<file path="src/rtl/pwm_slice.sv">
module pwm_slice #(
  parameter int CW = 16
) (
  input  logic          clk,
  input  logic          rst_n,
  input  logic          en,
  input  logic          tick,
  input  logic          phase_correct,
  input  logic          inv_a,
  input  logic          inv_b,
  input  logic          top_wr,
  input  logic [CW-1:0] top_wdata,
  input  logic          cmp_a_wr,
  input  logic [CW-1:0] cmp_a_wdata,
  input  logic          cmp_b_wr,
  input  logic [CW-1:0] cmp_b_wdata,
  input  logic          ctr_wr,
  input  logic [CW-1:0] ctr_wdata,
  input  logic          adv_req,
  input  logic          ret_req,
  output logic [CW-1:0] count,
  output logic          out_a,
  output logic          out_b,
  output logic          wrap_pulse,
  output logic          adv_busy,
  output logic          ret_busy
);

  localparam logic [CW-1:0] ZERO = '0;
  localparam logic [CW-1:0] ONE  = CW'(1);

  logic [CW-1:0] ctr, top_act, top_sh, ca_act, ca_sh, cb_act, cb_sh;
  logic [CW-1:0] nxt, top_sh_n, ca_sh_n, cb_sh_n, top_n, ca_n, cb_n;
  logic          down, nxt_down, at_end;
  logic          raw_a, raw_b, adv_pend, ret_pend, wrap_q;

  wire live     = en & tick;
  wire adv_done = adv_pend & ~live & ~ctr_wr;
  wire ret_done = ret_pend & live & ~ctr_wr;
  wire step     = ~ctr_wr & ((live & ~ret_pend) | (adv_pend & ~live));
  wire wrap     = step & at_end;
  wire load     = ~en | wrap;

  assign top_sh_n = top_wr   ? top_wdata   : top_sh;
  assign ca_sh_n  = cmp_a_wr ? cmp_a_wdata : ca_sh;
  assign cb_sh_n  = cmp_b_wr ? cmp_b_wdata : cb_sh;
  assign top_n    = load ? top_sh_n : top_act;
  assign ca_n     = load ? ca_sh_n  : ca_act;
  assign cb_n     = load ? cb_sh_n  : cb_act;

  always_comb begin
    nxt      = ctr;
    nxt_down = down;
    at_end   = 1'b0;
    if (!phase_correct) begin
      nxt_down = 1'b0;
      if (ctr >= top_act) begin
        nxt    = ZERO;
        at_end = 1'b1;
      end else begin
        nxt = ctr + ONE;
      end
    end else if (!down && ctr < top_act) begin
      nxt = ctr + ONE;
    end else begin
      nxt = (ctr == ZERO) ? ZERO : ctr - ONE;
      if (nxt == ZERO) begin
        at_end   = 1'b1;
        nxt_down = 1'b0;
      end else begin
        nxt_down = 1'b1;
      end
    end
  end

  always_ff @(posedge clk or negedge rst_n) begin
    if (!rst_n) begin
      ctr      <= ZERO;
      down     <= 1'b0;
      top_sh   <= '1;
      top_act  <= '1;
      ca_sh    <= ZERO;
      ca_act   <= ZERO;
      cb_sh    <= ZERO;
      cb_act   <= ZERO;
      raw_a    <= 1'b0;
      raw_b    <= 1'b0;
      adv_pend <= 1'b0;
      ret_pend <= 1'b0;
      wrap_q   <= 1'b0;
    end else begin
      top_sh   <= top_sh_n;
      ca_sh    <= ca_sh_n;
      cb_sh    <= cb_sh_n;
      top_act  <= top_n;
      ca_act   <= ca_n;
      cb_act   <= cb_n;
      adv_pend <= (adv_pend & ~adv_done) | adv_req;
      ret_pend <= (ret_pend & ~ret_done) | ret_req;
      wrap_q   <= wrap;
      if (ctr_wr) begin
        ctr <= ctr_wdata;
      end else if (step) begin
        ctr   <= nxt;
        down  <= nxt_down;
        raw_a <= nxt < ca_n;
        raw_b <= nxt < cb_n;
      end
    end
  end

  assign count      = ctr;
  assign out_a      = raw_a ^ inv_a;
  assign out_b      = raw_b ^ inv_b;
  assign wrap_pulse = wrap_q;
  assign adv_busy   = adv_pend;
  assign ret_busy   = ret_pend;

  assert_trail_inc_R2: assert property (@(posedge clk) disable iff (!rst_n)
    (step && !phase_correct && ctr < top_act) |=> ctr == ($past(ctr) + ONE));

  assert_wrap_zero_R5: assert property (@(posedge clk) disable iff (!rst_n)
    wrap_pulse |-> count == ZERO);

  assert_freeze_R8: assert property (@(posedge clk) disable iff (!rst_n)
    (!en && !adv_pend && !ctr_wr) |=> (ctr == $past(ctr)) && (raw_a == $past(raw_a)) && (raw_b == $past(raw_b)));

  assert_retard_hold_R10: assert property (@(posedge clk) disable iff (!rst_n)
    (live && ret_pend && !ctr_wr) |=> ctr == $past(ctr));

  assert_ctr_write_R12: assert property (@(posedge clk) disable iff (!rst_n)
    ctr_wr |=> (ctr == $past(ctr_wdata)) && !wrap_pulse);

endmodule

</file>
<file path="config.mk">
export PLATFORM = sky130hd
export DESIGN_NAME = pwm_slice
export DESIGN_NICKNAME = d
export VERILOG_FILES = /design/src/rtl/pwm_slice.sv
export SDC_FILE = /design/constraint.sdc
export NUM_CORES = 1
export LEC_CHECK = 0
export CAP_MARGIN = 30
export CELL_PAD_IN_SITES_DETAIL_PLACEMENT = 0
export CELL_PAD_IN_SITES_GLOBAL_PLACEMENT = 1
export CORE_ASPECT_RATIO = 0.7
export CORE_UTILIZATION = 55
export CTS_BUF_LIST = sky130_fd_sc_hd__clkbuf_8
export CTS_CLUSTER_DIAMETER = 30
export DETAILED_ROUTE_END_ITERATION = 6
export DONT_BUFFER_PORTS = 1
export PLACE_DENSITY_LB_ADDON = 0.1
export SETUP_SLACK_MARGIN = 0.05
export SLEW_MARGIN = 20
export SYNTH_ARGS = -nofsm -noshare
export SYNTH_HDL_FRONTEND = slang
export SYNTH_SLANG_ARGS = --single-unit
export TNS_END_PERCENT = 20
</file>
<file path="constraint.sdc">
create_clock -name clk -period 10.9 [get_ports clk]
set_input_delay 2.18 -clock clk [delete_from_list [all_inputs] [get_ports clk]]
set_output_delay 2.18 -clock clk [all_outputs]
set_load 0.02 [all_outputs]
</file>
# --- Word-level counts from Yosys, hierarchy flattened ---
# Cells that the tools add are included.
word_totals:
  reg_bits: 118
  latchBits: 0
  ram_bits: 0
  mem_bits_ro: 0
  word_cells: 67
  n_memories: 0
op_classes:
  add_sub_neg: 2
  n_mul: 0
  div: 0
  order_cmp: 4
  eq_ne: 1
  n_shift: 0
  mux: 18
  bitwise: 22
  reduce_logical: 7
ops:
  columns: ["op", "count"]
  rows:
  - ["two-way mux 16 bit", 11]
  - ["< comparator 16 bit", 3]
  - ["logical NOT 16 bit", 2]
  - ["adder 16 x 1 -> 16 bit, second input constant", 1]
  - ["greater-or-equal comparator 16 bit", 1]
  - ["subtractor 16 x 1 -> 16 bit, second input constant", 1]
  - ["bitwise AND 1 bit", 10]
  - ["two-way mux 1 bit", 7]
  - ["inverter 1 bit", 6]
  - ["bitwise OR 1 bit", 4]
  - ["AND reduction 3 bit", 1]
  - ["inequality test 2 bit, second input constant", 1]
  - ["AND reduction 2 bit", 1]
  - ["nonzero test 2 bit", 1]
  - ["XOR 1 bit", 2]
  - ["logical AND 1 bit", 1]
  - ["logical NOT 1 bit", 1]

# --- Longest topological paths before layout ---
# Gate-level depths: netlist (run 1).
depth:
  depth_word: 10
  mapped_depth: 20

# --- Worst setup path before layout (run 1) ---
# No wires, ideal clock.
synth_timing:
  path_kind: "input-to-reg"
  startpoint: "input port phase_correct"
  endpoint: "register raw_a"
  setup_ps: 63
  arrival_ps: 4956
  required_time_ps: 10837
  slack_ps: 5880
  path_stages: 16
  path_buffers: 2
  path_cell_list: "clkbuf_1 > nor3_1 > a22oi_1 > and2_1 > buf_2 > o21a_1 > nor3_1 > a21oi_1 > ha_1 > a21o_1 > a21o_1 > a21oi_1 > nor2_1 > o41ai_1 > o21ai_0 > a21bo_1"
synth_via:
  elab_chain_len: 5
  elab_cells_between_ends: 6
  classes_between: "1 x order compare; 3 x mux; 2 x bitwise"
synth_lines:
  columns: ["item", "line_no", "text"]
  rows:
  - ["from (decl)", "8", "input logic phase_correct,"]
  - ["two-way mux 1 bit", "55", "if (!phase_correct) begin"]
  - ["bitwise AND 1 bit", "41", "wire wrap = step & at_end;"]
  - ["bitwise OR 1 bit", "42", "wire load = ~en | wrap;"]
  - ["two-way mux 16 bit", "48", "assign ca_n = load ? ca_sh_n : ca_act;"]
  - ["< comparator 16 bit (*)", "106", "raw_a <= nxt < ca_n;"]
  - ["to (signal assigned)", "106", null]
  - ["to (decl)", "35", "logic raw_a, raw_b, adv_pend, ret_pend, wrap_q;"]
# Mark *: on every way between the ends. The rest lies on a longest branch, timed or not.
# A chain may end at the register's enable or synchronous reset.

# --- Final worst setup path (run 1) ---
layout_timing:
  startpoint: "register ctr[11] (netlist: count[11])"
  endpoint: "register raw_a"
layout_via:
  elab_chain_len: 10
  elab_cells_between_ends: 19
  classes_between: "2 x add/sub; 3 x order compare; 9 x mux; 2 x bitwise; 3 x reduce/logical"
layout_lines:
  columns: ["item", "line_no", "text"]
  rows:
  - ["from (decl)", "32", "logic [CW-1:0] ctr, top_act, top_sh, ca_act, ca_sh, cb_act, cb_sh;"]
  - ["from (signal assigned)", "102", "ctr <= ctr_wdata;"]
  - ["from (signal assigned)", "104", "ctr <= nxt;"]
  - ["subtractor 16 x 1 -> 16 bit / logical NOT 16 bit (equally long branches)", "66", "nxt = (ctr == ZERO) ? ZERO : ctr - ONE;"]
  - ["two-way mux 16 bit", "66", null]
  - ["logical NOT 16 bit", "67", "if (nxt == ZERO) begin"]
  - ["two-way mux 1 bit", "67", null]
  - ["two-way mux 1 bit", "63", "end else if (!down && ctr < top_act) begin"]
  - ["two-way mux 1 bit", "55", null]
  - ["bitwise AND 1 bit", "41", null]
  - ["bitwise OR 1 bit", "42", null]
  - ["two-way mux 16 bit", "48", null]
  - ["< comparator 16 bit (*)", "106", null]
# Marked as above.

==> out/results.tsv, run 1 <==
stage	metric	value	unit
logic_synthesis	ys_seq_area_frac	0.445	
route	drt-initial-drc-count	297	
clocking	cts_tree	yes	
route	first_pass_iters	4	
critical_path	end_kind	flip-flop	
clocking	cts_root_buffer	clkbuf_8	
die	num_rows	33	
sta	finalCriticalPeriod	5.38	ns
clocking	clock_sinks	118	
run_status	outcome	completed	
layout	layout-drive-gt1-share	0.198	
route	drc	0	
grt	grt_max_degree	119	
sta	hold_violations	0	
clocking	cts.repair.resized	0	
die	die_w	134	um
layout	antenna_cells	0	
logic_synthesis	synth_ff_type	dfrtp_1	
critical_path	startpoint_type	flip-flop	
clocking	postCtsHoldBufs	0	
die	io_pins	98	
place	dp_hpwl	11500	um
clocking	h-tree-depth	4	
layout	final_cell_mix	dfrtp_1, inv_1, mux2_2	
sta	clock_skew	0.0156	ns
critical_path	crit_type	reg2reg	
sta	tightest_slew	0.680	ns
die	start_util	0.569	
die	die_area	0.0127	sq mm
layout	fin_cells	800	
grt	track_usage	0.262	
sta	setup_total_negative_slack	0	ns
logic_synthesis	synth_edf_count	0	
clocking	clk_pin_slew	0.07	ns
power	ir_drop	0.103	mV
die	die_h	94.5	um
critical_path	required	11.27	ns
power	static-leakage-power	0.00333	uW
route	viasPerCell	5.93	
logic_synthesis	yosysWarnings	0	
logic_synthesis	synth_area_per_cell	10.5	sq um
die	coreArea	0.0118	sq mm
grt	grt_first_pass_wirelength	25100	um
route	drt-wirelength-per-cell	19.5	um
sta	rsz0062_at_grt	no	
place	gp_congestion	0.862	
critical_path	worst-path-max-fanout	33	
sta	final_max_slew_viol_count	0	
logic_synthesis	ys_ff_latch	118	
logic_synthesis	synth_area	0.00672	sq mm
grt	antenna_found_initial	0	
flow_run	drv_cap	0	
clocking	clk_latency	0.43	ns
layout	synthToLayoutAreaGrowth	6.14	%
grt	overflow	0	
layout	final_area	0.00713	sq mm
clocking	cts_buffer_depth	2	
sta	slew_headroom	0.547	
sta	hold_slack	0.480	ns
logic_synthesis	yosysUniqueCellTypes	58	
logic_synthesis	synth-async-reset-ratio	1.00	
critical_path	r2r_setup_slack	5.52	ns
place	port_buffers	0	
route	routed_wl	15600	um
route	ant_nets	0	
hold_path	holdCritPathClass	reg2reg	
layout	layout_commonest_cell	dfrtp_1	
sta	finalSetupViolations	0	
logic_synthesis	synthCells	641	
sta	fmax	186	MHz
power	p_per_area	192	mW/mm^2
layout	fillers	974	
layout	nets	755	
place	place_inst	767	
logic_synthesis	synth_fp_nets	766	
sta	finalCritPeriodShare	0.493	
route	num_vias	4741	
grt	grt_pass1_vias	4571	
clocking	postCtsSetupRepairBufs	0	
place	place_area	0.00677	sq mm
clocking	cts_buffers	17	
critical_path	worstPathArrival	5.75	ns
## layout make-up
type | count | area, sq um | area share
multi-input combinational | 438 | 3370 | 0.472
sequential | 118 | 2990 | 0.420
clock buffer | 17 | 234 | 0.0328
tap | 157 | 196 | 0.0275
inverter | 52 | 195 | 0.0274
clock inverter | 15 | 116 | 0.0163
timing repair buffer | 3 | 30.0 | 0.00421
## Yosys cell counts, drive strengths merged, types with 3 or more instances
master,count,area share
nand2,36,0.020
o22ai,6,0.0056
nor2b,8,0.0074
mux2i,38,0.057
nor4,8,0.011
a22oi,3,0.0034
nor4b,4,0.0074
a21o,12,0.013
a22o,4,0.0052
a211oi,5,0.0056
ha,48,0.089
a21oi,44,0.033
a2bb2oi,4,0.0052
nand2b,5,0.0047
o22a,4,0.0052
xor2,10,0.013
buf,14,0.014
o41ai,3,0.0039
dfstp,32,0.13
nand3,11,0.0082
dfrtp,86,0.32
nand3b,3,0.0034
and2,4,0.0037
nand4,13,0.012
nor3,8,0.0060
o21ai,25,0.020
mux2,55,0.093
clkbuf,19,0.011
o21a,3,0.0034
nor2,45,0.025
inv,52,0.029
and3,7,0.0065
## stage by stage
step           power (uW)  utilization  setup slack (ns)
5_1_grt              1460        0.604              5.21
4_1_cts              1370        0.603              5.61
6_report             1370        0.604              5.52
3_3_place_gp          994        0.573              5.34
2_1_floorplan         907            -              5.88
3_5_place_dp         1010        0.573              5.18
## metal layers
layer	share of wire	GRT usage	wire length, um	vias up
li1	-	-	-	2255
met1	0.51	0.401	7900	2305
met2	0.42	0.370	6500	164
met3	0.068	0.0569	1060	17
met4	0.0098	0.0693	153	0
met5	0	0	0	-
## kinds of logic after synthesis
kind of cell,count (synthesis),share of synthesized area
AOI/OAI and AO/OA,127,0.123
xor gates and xnor gates,12,0.0156
adders and majority gates,48,0.0894
buffers and inverters,85,0.0534
DFF,118,0.445
muxes,93,0.150
and+or+nand+nor,158,0.123
## report_power, final
part / switching, uW / internal (uW)
logic: 249 / 175
clock network: 183 / 176
registers: 76.4 / 511
total: 509 / 862
## critical path: stages, from the launching register on
cell and delay, ns:
dfrtp_1 0.62, ha_1 0.45, nand4_1 0.19, nor4_1 0.47, o21ai_1 0.17, and3_1 0.29
and2_1 0.37, o21ai_4 0.22, buf_4 0.49, mux2i_1 0.31, ha_1 0.28, a21o_1 0.16
a21o_1 0.17, a21oi_1 0.13, nor2_1 0.05, o41ai_1 0.53, o21ai_0 0.17, a21bo_1 0.21
## worst paths after layout
check,start,end,cells after the start
hold reg to reg,top_act[5]$_DFFE_PN1N_,top_act[5]$_DFFE_PN1N_,2
max in group asynchronous,rst_n,top_act[2]$_DFFE_PN1N_,0
setup / recovery,count[11]$_DFFE_PN0P_,raw_a$_DFFE_PN0P_,17
setup reg to reg,count[11]$_DFFE_PN0P_,raw_a$_DFFE_PN0P_,17
hold / removal,top_act[5]$_DFFE_PN1N_,top_act[5]$_DFFE_PN1N_,2
min in group asynchronous,rst_n,ca_sh[8]$_DFF_PN0_,0
## flip-flops by register name, indices dropped and copies added, names as in the netlist, 16 cells and up
signal	count
ca_act	16
ca_sh	16
cb_act	16
cb_sh	16
count	16
top_act	16
top_sh	16
Note: power is estimated with default switching activity, not from simulation.
==> run 2, diff against run 1 <==
Settings changed: CORE_UTILIZATION 55 to 47.
Clock period 10.9 ns to 4.76 ns, I/O delays scaled along.
==> out/results.tsv, run 2 (synthesis gave the netlist of run 1 again) <==
stage	metric	value	unit	change
grt	met3_usage	0.0795		+0.0226
place	place_inst	824		+7.4%
route	routed_wl	16200	um	+3.9%
critical_path	end_kind	flip-flop		
layout	fin_cells	859		+7.4%
route	ant_nets	0		unchanged
critical_path	rr_endpoint	raw_a$_DFFE_PN0P_		
layout	synthToLayoutAreaGrowth	11.6	%	
clocking	clk_latency	0.44	ns	about the same
sta	finalCritPeriodShare	0.932		+0.439
place	dp_hpwl	12000	um	+4.8%
clocking	h-tree-depth	4		unchanged
power	ir_drop	0.231	mV	+120%
critical_path	critPathTopFamily	compound AO/OA/AOI/OAI gates		
grt	grt_use_met2	0.326		-0.0439
power	p_per_area	444	mW/mm^2	+130%
route	viasPerCell	5.56		-6.2%
layout	layout-drive-gt1-share	0.238		+0.0402
flow_run	drv_cap	0		unchanged
sta	final_max_slew_viol_count	0		unchanged
grt	gr-usage-met1	0.338		-0.0628
clocking	clk_pin_slew	0.07	ns	about the same
sta	finalCriticalPeriod	4.44	ns	-0.941 ns
layout	final_util	0.539		-0.0652
hold_path	holdCritPathClass	in2async		
critical_path	cp_common_cell	a21oi_1		
die	num_rows	36		+9.1%
grt	antenna_found_initial	0		unchanged
layout	layout_commonest_cell	dfrtp_1		
sta	finalSetupViolations	0		unchanged
die	die_w	145	um	+8.1%
place	place_area	0.00700	sq mm	+3.5%
critical_path	cp_cell_sequence	buf_4 > ha_1 > nand2_1 > a21oi_1 > o21ai_1 > and3_1 > and2_1 > buf_4 > o21a_1 > nor3_1 > a21oi_1 > ha_1 > a21o_1 > a21o_1 > a21oi_1 > nor2_1 > o41ai_4 > o21ai_0 > a21bo_1		
sta	tightest_slew	0.809	ns	+0.129 ns
route	drt-wirelength-per-cell	18.9	um	-3.2%
route	drc	0		unchanged
clocking	clock_sinks	118		unchanged
layout	antenna_cells	0		unchanged
sta	clock_skew	0.0129	ns	-0.00267 ns
layout	nets	781		+3.4%
critical_path	required	5.15	ns	-6.12 ns
critical_path	startpoint_type	flip-flop		
clocking	cts_buffer_depth	2		unchanged
critical_path	worst-path-max-fanout	12		-64%
power	static-leakage-power	0.00350	uW	+5.4%
grt	track_usage	0.232		-0.0303
critical_path	cpPeakStageDelay	0.66	ns	+0.04 ns
die	io_pins	98		unchanged
clocking	cts_tree	yes		
critical_path	r2r_setup_slack	0.32	ns	-5.20 ns
die	die_area	0.0148	sq mm	+17%
critical_path	timing.rr.start	count[2]$_DFFE_PN0P_		
grt	grt_max_degree	119		unchanged
place	port_buffers	0		unchanged
critical_path	worstRegToRegCells	19		+2
sta	layout_setup_ws	0.322	ns	-5.20 ns
layout	final_cell_mix	dfrtp_1, mux2_2, inv_1		
die	start_util	0.483		-0.0863
clocking	cts_buffers	17		unchanged
critical_path	critPathLaunch	count[2]$_DFFE_PN0P_		
sta	fmax	225	MHz	+21%
grt	top_usage_layer	met1		
place	gp_congestion	0.886		+2.7%
critical_path	path_buf_inv	2		+1
grt	grt_first_pass_wirelength	26000	um	+3.7%
die	die_h	102	um	+8.0%
grt	grt_pass1_vias	4737		+3.6%
critical_path	worstPathArrival	4.83	ns	-0.92 ns
route	num_vias	4773		+0.67%
critical_path	cpMaxStageDelayCell	dfrtp_1		
critical_path	crit_type	reg2reg		
sta	rsz0062_at_grt	no		
power	power	3330	uW	+140%
layout	final_area	0.00750	sq mm	+5.1%
place	dpl_worst_slack	-0.213	ns	-5.39 ns
sta	slew_headroom	0.457		-0.0902
run_status	outcome	completed		
route	drt-initial-drc-count	348		+17%
sta	hold_violations	0		unchanged
route	first_pass_iters	5		+1
clocking	cts_root_buffer	clkbuf_8		
grt	overflow	0		unchanged
die	coreArea	0.0139	sq mm	+18%
## run 2: how the worst max path moves through the flow
| stage | to | cells past startpoint | slack (ns) |
|---|---|---|---|
| after global placement | raw_a$_DFFE_PN0P_ | 18 | -0.04 |
| after detailed placement | raw_a$_DFFE_PN0P_ | 18 | -0.21 |
| after floorplan | raw_a$_DFFE_PN0P_ | 18 | 0.67 |
| final | raw_a$_DFFE_PN0P_ | 19 | 0.32 |
| after CTS | raw_a$_DFFE_PN0P_ | 18 | 0.05 |
| after global routing | raw_a$_DFFE_PN0P_ | 18 | 0.06 |
## run 2: what timing repair did
action,CTS,global route
endpoints found under the setup margin,1,2
hold endpoints to repair,0,0
hold buffers,0,0
pin swaps,0,4
setup buffers,0,2
gates resized for setup,2,7
## run 2: stage by stage
stage / TNS, ns / hold WS (ns)
after floorplan: 0 / 0.453
after global placement: -0.0423 / 0.467
after detailed placement: -0.213 / 0.474
after CTS: 0 / 0.174
after global routing: 0 / 0.159
final: 0 / 0.208
## run 2: worst register-to-register path, delay by kind of cell (launching register included)
family	cells	cell delay, ns
buffers and inverters	2	0.48
flip-flops	1	0.66
adder cells (fa/ha/maj)	2	0.54
AO/OA/AOI/OAI	10	1.85
AND/OR/NAND/NOR	5	0.86
## run 2: power breakdown
part | switching (uW) | internal [uW] | total (uW)
registers | 77.1 | 1170 | 1250
clock network | 432 | 498 | 930
logic | 689 | 466 | 1160
total | 1200 | 2140 | 3330
## run 2: final cells by class
type	instances	area (sq um)
Tap cell	190	238
Clock inverter	13	146
Timing Repair Buffer	29	238
Multi-Input combinational cell	438	3430
Fill cell	1259	6420
Inverter	52	195
Sequential cell	118	2990
Clock buffer	19	262
## run 2: routing by layer
layer	up-vias	part of all wire
met5	-	0
met4	0	0.0084
met3	12	0.081
met2	150	0.40
met1	2306	0.51
li1	2305	-
==> run 3, diff against run 2 <==
--- a/constraint.sdc
+++ b/constraint.sdc
@@ -3,2 +3,2 @@
 set_output_delay 0.952 -clock clk [all_outputs]
-set_load 0.02 [all_outputs]
+set_load 0.05 [all_outputs]
==> out/results.tsv, run 3 (synthesis gave the netlist of run 1 again) <==
stage	metric	value	unit	change
layout	synthToLayoutAreaGrowth	12.0	%	
clocking	cts_buffer_depth	2		unchanged
die	die_area	0.0148	sq mm	unchanged
critical_path	crit_cells	18		-1
layout	nets	787		+0.77%
place	dpl_worst_slack	0.150	ns	+0.363 ns
critical_path	required	5.16	ns	about the same
grt	antenna_found_initial	0		unchanged
clocking	cts_buffers	17		unchanged
place	dp_hpwl	12700	um	+5.3%
critical_path	cpMaxStageDelayCell	dfstp_2		
clocking	cts_tree	yes		
route	num_vias	4786		+0.27%
critical_path	worstPathArrival	4.84	ns	about the same
grt	grt_pass1_vias	4685		-1.1%
critical_path	rr_endpoint	raw_a$_DFFE_PN0P_		
power	intPower	2200	uW	+3.0%
grt	grt_max_degree	119		unchanged
critical_path	worstRegToRegCells	18		-1
die	start_util	0.483		unchanged
sta	rsz0062_at_grt	yes		
route	routed_wl	16700	um	+3.0%
critical_path	startpoint_type	flip-flop		
route	drt-wirelength-per-cell	19.3	um	+2.3%
power	swShare	0.369		+0.0100
sta	slew_headroom	0.340		-0.117
layout	antenna_cells	0		unchanged
grt	overflow	0		unchanged
die	die_h	102	um	unchanged
die	num_rows	36		unchanged
route	ant_nets	0		unchanged
sta	finalCriticalPeriod	4.44	ns	+0.00272 ns
grt	grt_first_pass_wirelength	26400	um	+1.5%
hold_path	holdCritPathClass	in2async		
layout	final_util	0.541		+0.00207
critical_path	cpPeakStageDelay	0.52	ns	-0.14 ns
die	io_pins	98		unchanged
sta	finalSetupViolations	0		unchanged
sta	hold_violations	0		unchanged
critical_path	critPathLaunch	top_act[11]$_DFFE_PN1N_		
power	p_seq_frac	0.360		-0.015
clocking	postCtsHoldBufs	0		unchanged
critical_path	critPathTopFamily	compound AO/OA/AOI/OAI gates		
sta	fmax	225	MHz	about the same
layout	layout-drive-gt1-share	0.243		+0.00529
critical_path	crit_end	raw_a$_DFFE_PN0P_		
power	clkPwrFrac	0.285		+0.006
critical_path	crit_type	reg2reg		
place	gp_congestion	0.872		-1.5%
sta	layout_setup_ws	0.319	ns	-0.00272 ns
route	first_pass_iters	5		unchanged
sta	finalCritPeriodShare	0.933		about the same
power	power	3490	uW	+4.6%
critical_path	worst-path-max-fanout	18		+6
clocking	cts_root_buffer	clkbuf_8		
die	die_w	145	um	unchanged
power	p_per_area	463	mW/mm^2	+4.2%
run_status	outcome	completed		
route	viasPerCell	5.53		-0.42%
layout	final_cell_mix	dfrtp_1, mux2_2, inv_1		
clocking	h-tree-depth	4		unchanged
clocking	clk_latency	0.45	ns	about the same
critical_path	cp_common_cell	ha_1		
route	drt-initial-drc-count	280		-20%
power	static-leakage-power	0.00353	uW	+0.86%
critical_path	cp_cell_sequence	inv_1 > ha_1 > nand4_1 > nor4_2 > o21ai_1 > and3_1 > and2_1 > o21ai_4 > buf_12 > buf_4 > mux2i_2 > ha_1 > a21o_1 > a21oi_1 > nor2_1 > o41ai_2 > o21ai_0 > a21bo_1		
flow_run	drv_cap	0		unchanged
die	coreArea	0.0139	sq mm	unchanged
critical_path	timing.rr.start	top_act[11]$_DFFE_PN1N_		
power	power_frac_comb	0.355		+0.008
sta	setup_total_negative_slack	0	ns	unchanged
sta	clock_skew	0.0133	ns	+0.000392 ns
critical_path	path_buf_inv	3		+1
sta	tightest_slew	0.987	ns	+0.178 ns
clocking	clock_sinks	118		unchanged
critical_path	r2r_setup_slack	0.32	ns	about the same
place	port_buffers	0		unchanged
route	drc	0		unchanged
grt	track_usage	0.239		+0.00697
clocking	clk_pin_slew	0.08	ns	about the same
power	ir_drop	0.231	mV	about the same
critical_path	end_kind	flip-flop		
sta	final_max_slew_viol_count	0		unchanged
power	power.switching	1290	uW	+7.6%
layout	layout_commonest_cell	dfrtp_1		
run 3: what timing repair did:
item                                    4_1_cts  5_1_grt
endpoints found under the setup margin        0        2
gates resized for setup                       0        4
buffers inserted                              0        0
run 3: through the flow:
step	hold slack, ns	instances	area, sq um
6_report	0.194	865	7530
5_1_grt	0.152	865	7530
4_1_cts	0.163	864	7490
3_5_place_dp	0.474	832	7060
3_3_place_gp	0.467	831	7060
2_1_floorplan	0.453	641	6720
run 3: power groups by stage:
stage          Combinational, uW  Sequential (uW)  Clock, uW
2_1_floorplan                819             1340          0
5_1_grt                     1370             1270       1070
4_1_cts                     1230             1260       1010
3_3_place_gp                1200             1270          0
3_5_place_dp                1220             1280          0
6_report                    1240             1260        993
run 3: worst min path at each step:
stage / cells after the start / from / end
2_1_floorplan: 2 / ca_act[10]$_DFF_PN0_ / ca_act[10]$_DFF_PN0_
3_3_place_gp: 2 / top_act[11]$_DFFE_PN1N_ / top_act[11]$_DFFE_PN1N_
3_5_place_dp: 2 / top_act[6]$_DFFE_PN1N_ / top_act[6]$_DFFE_PN1N_
4_1_cts: 0 / rst_n / ca_act[10]$_DFF_PN0_
5_1_grt: 0 / rst_n / cb_sh[11]$_DFF_PN0_
6_report: 0 / rst_n / count[15]$_DFFE_PN0P_
run 3: area by class of cell:
cell class / count / area [sq um]
fill: 1277 / 6390
multi-input combinational: 438 / 3390
sequential: 118 / 2990
timing repair buffer: 35 / 279
clock buffer: 19 / 262
tap: 190 / 238
inverter: 52 / 195
clock inverter: 13 / 169
run 3: layer usage:
metal | global-route usage | share of wire | wire [um]
met1 | 0.352 | 0.53 | 8910
met2 | 0.331 | 0.40 | 6630
met4 | 0.0876 | 0.011 | 184
met3 | 0.0665 | 0.060 | 995
met5 | 0 | 0 | 0
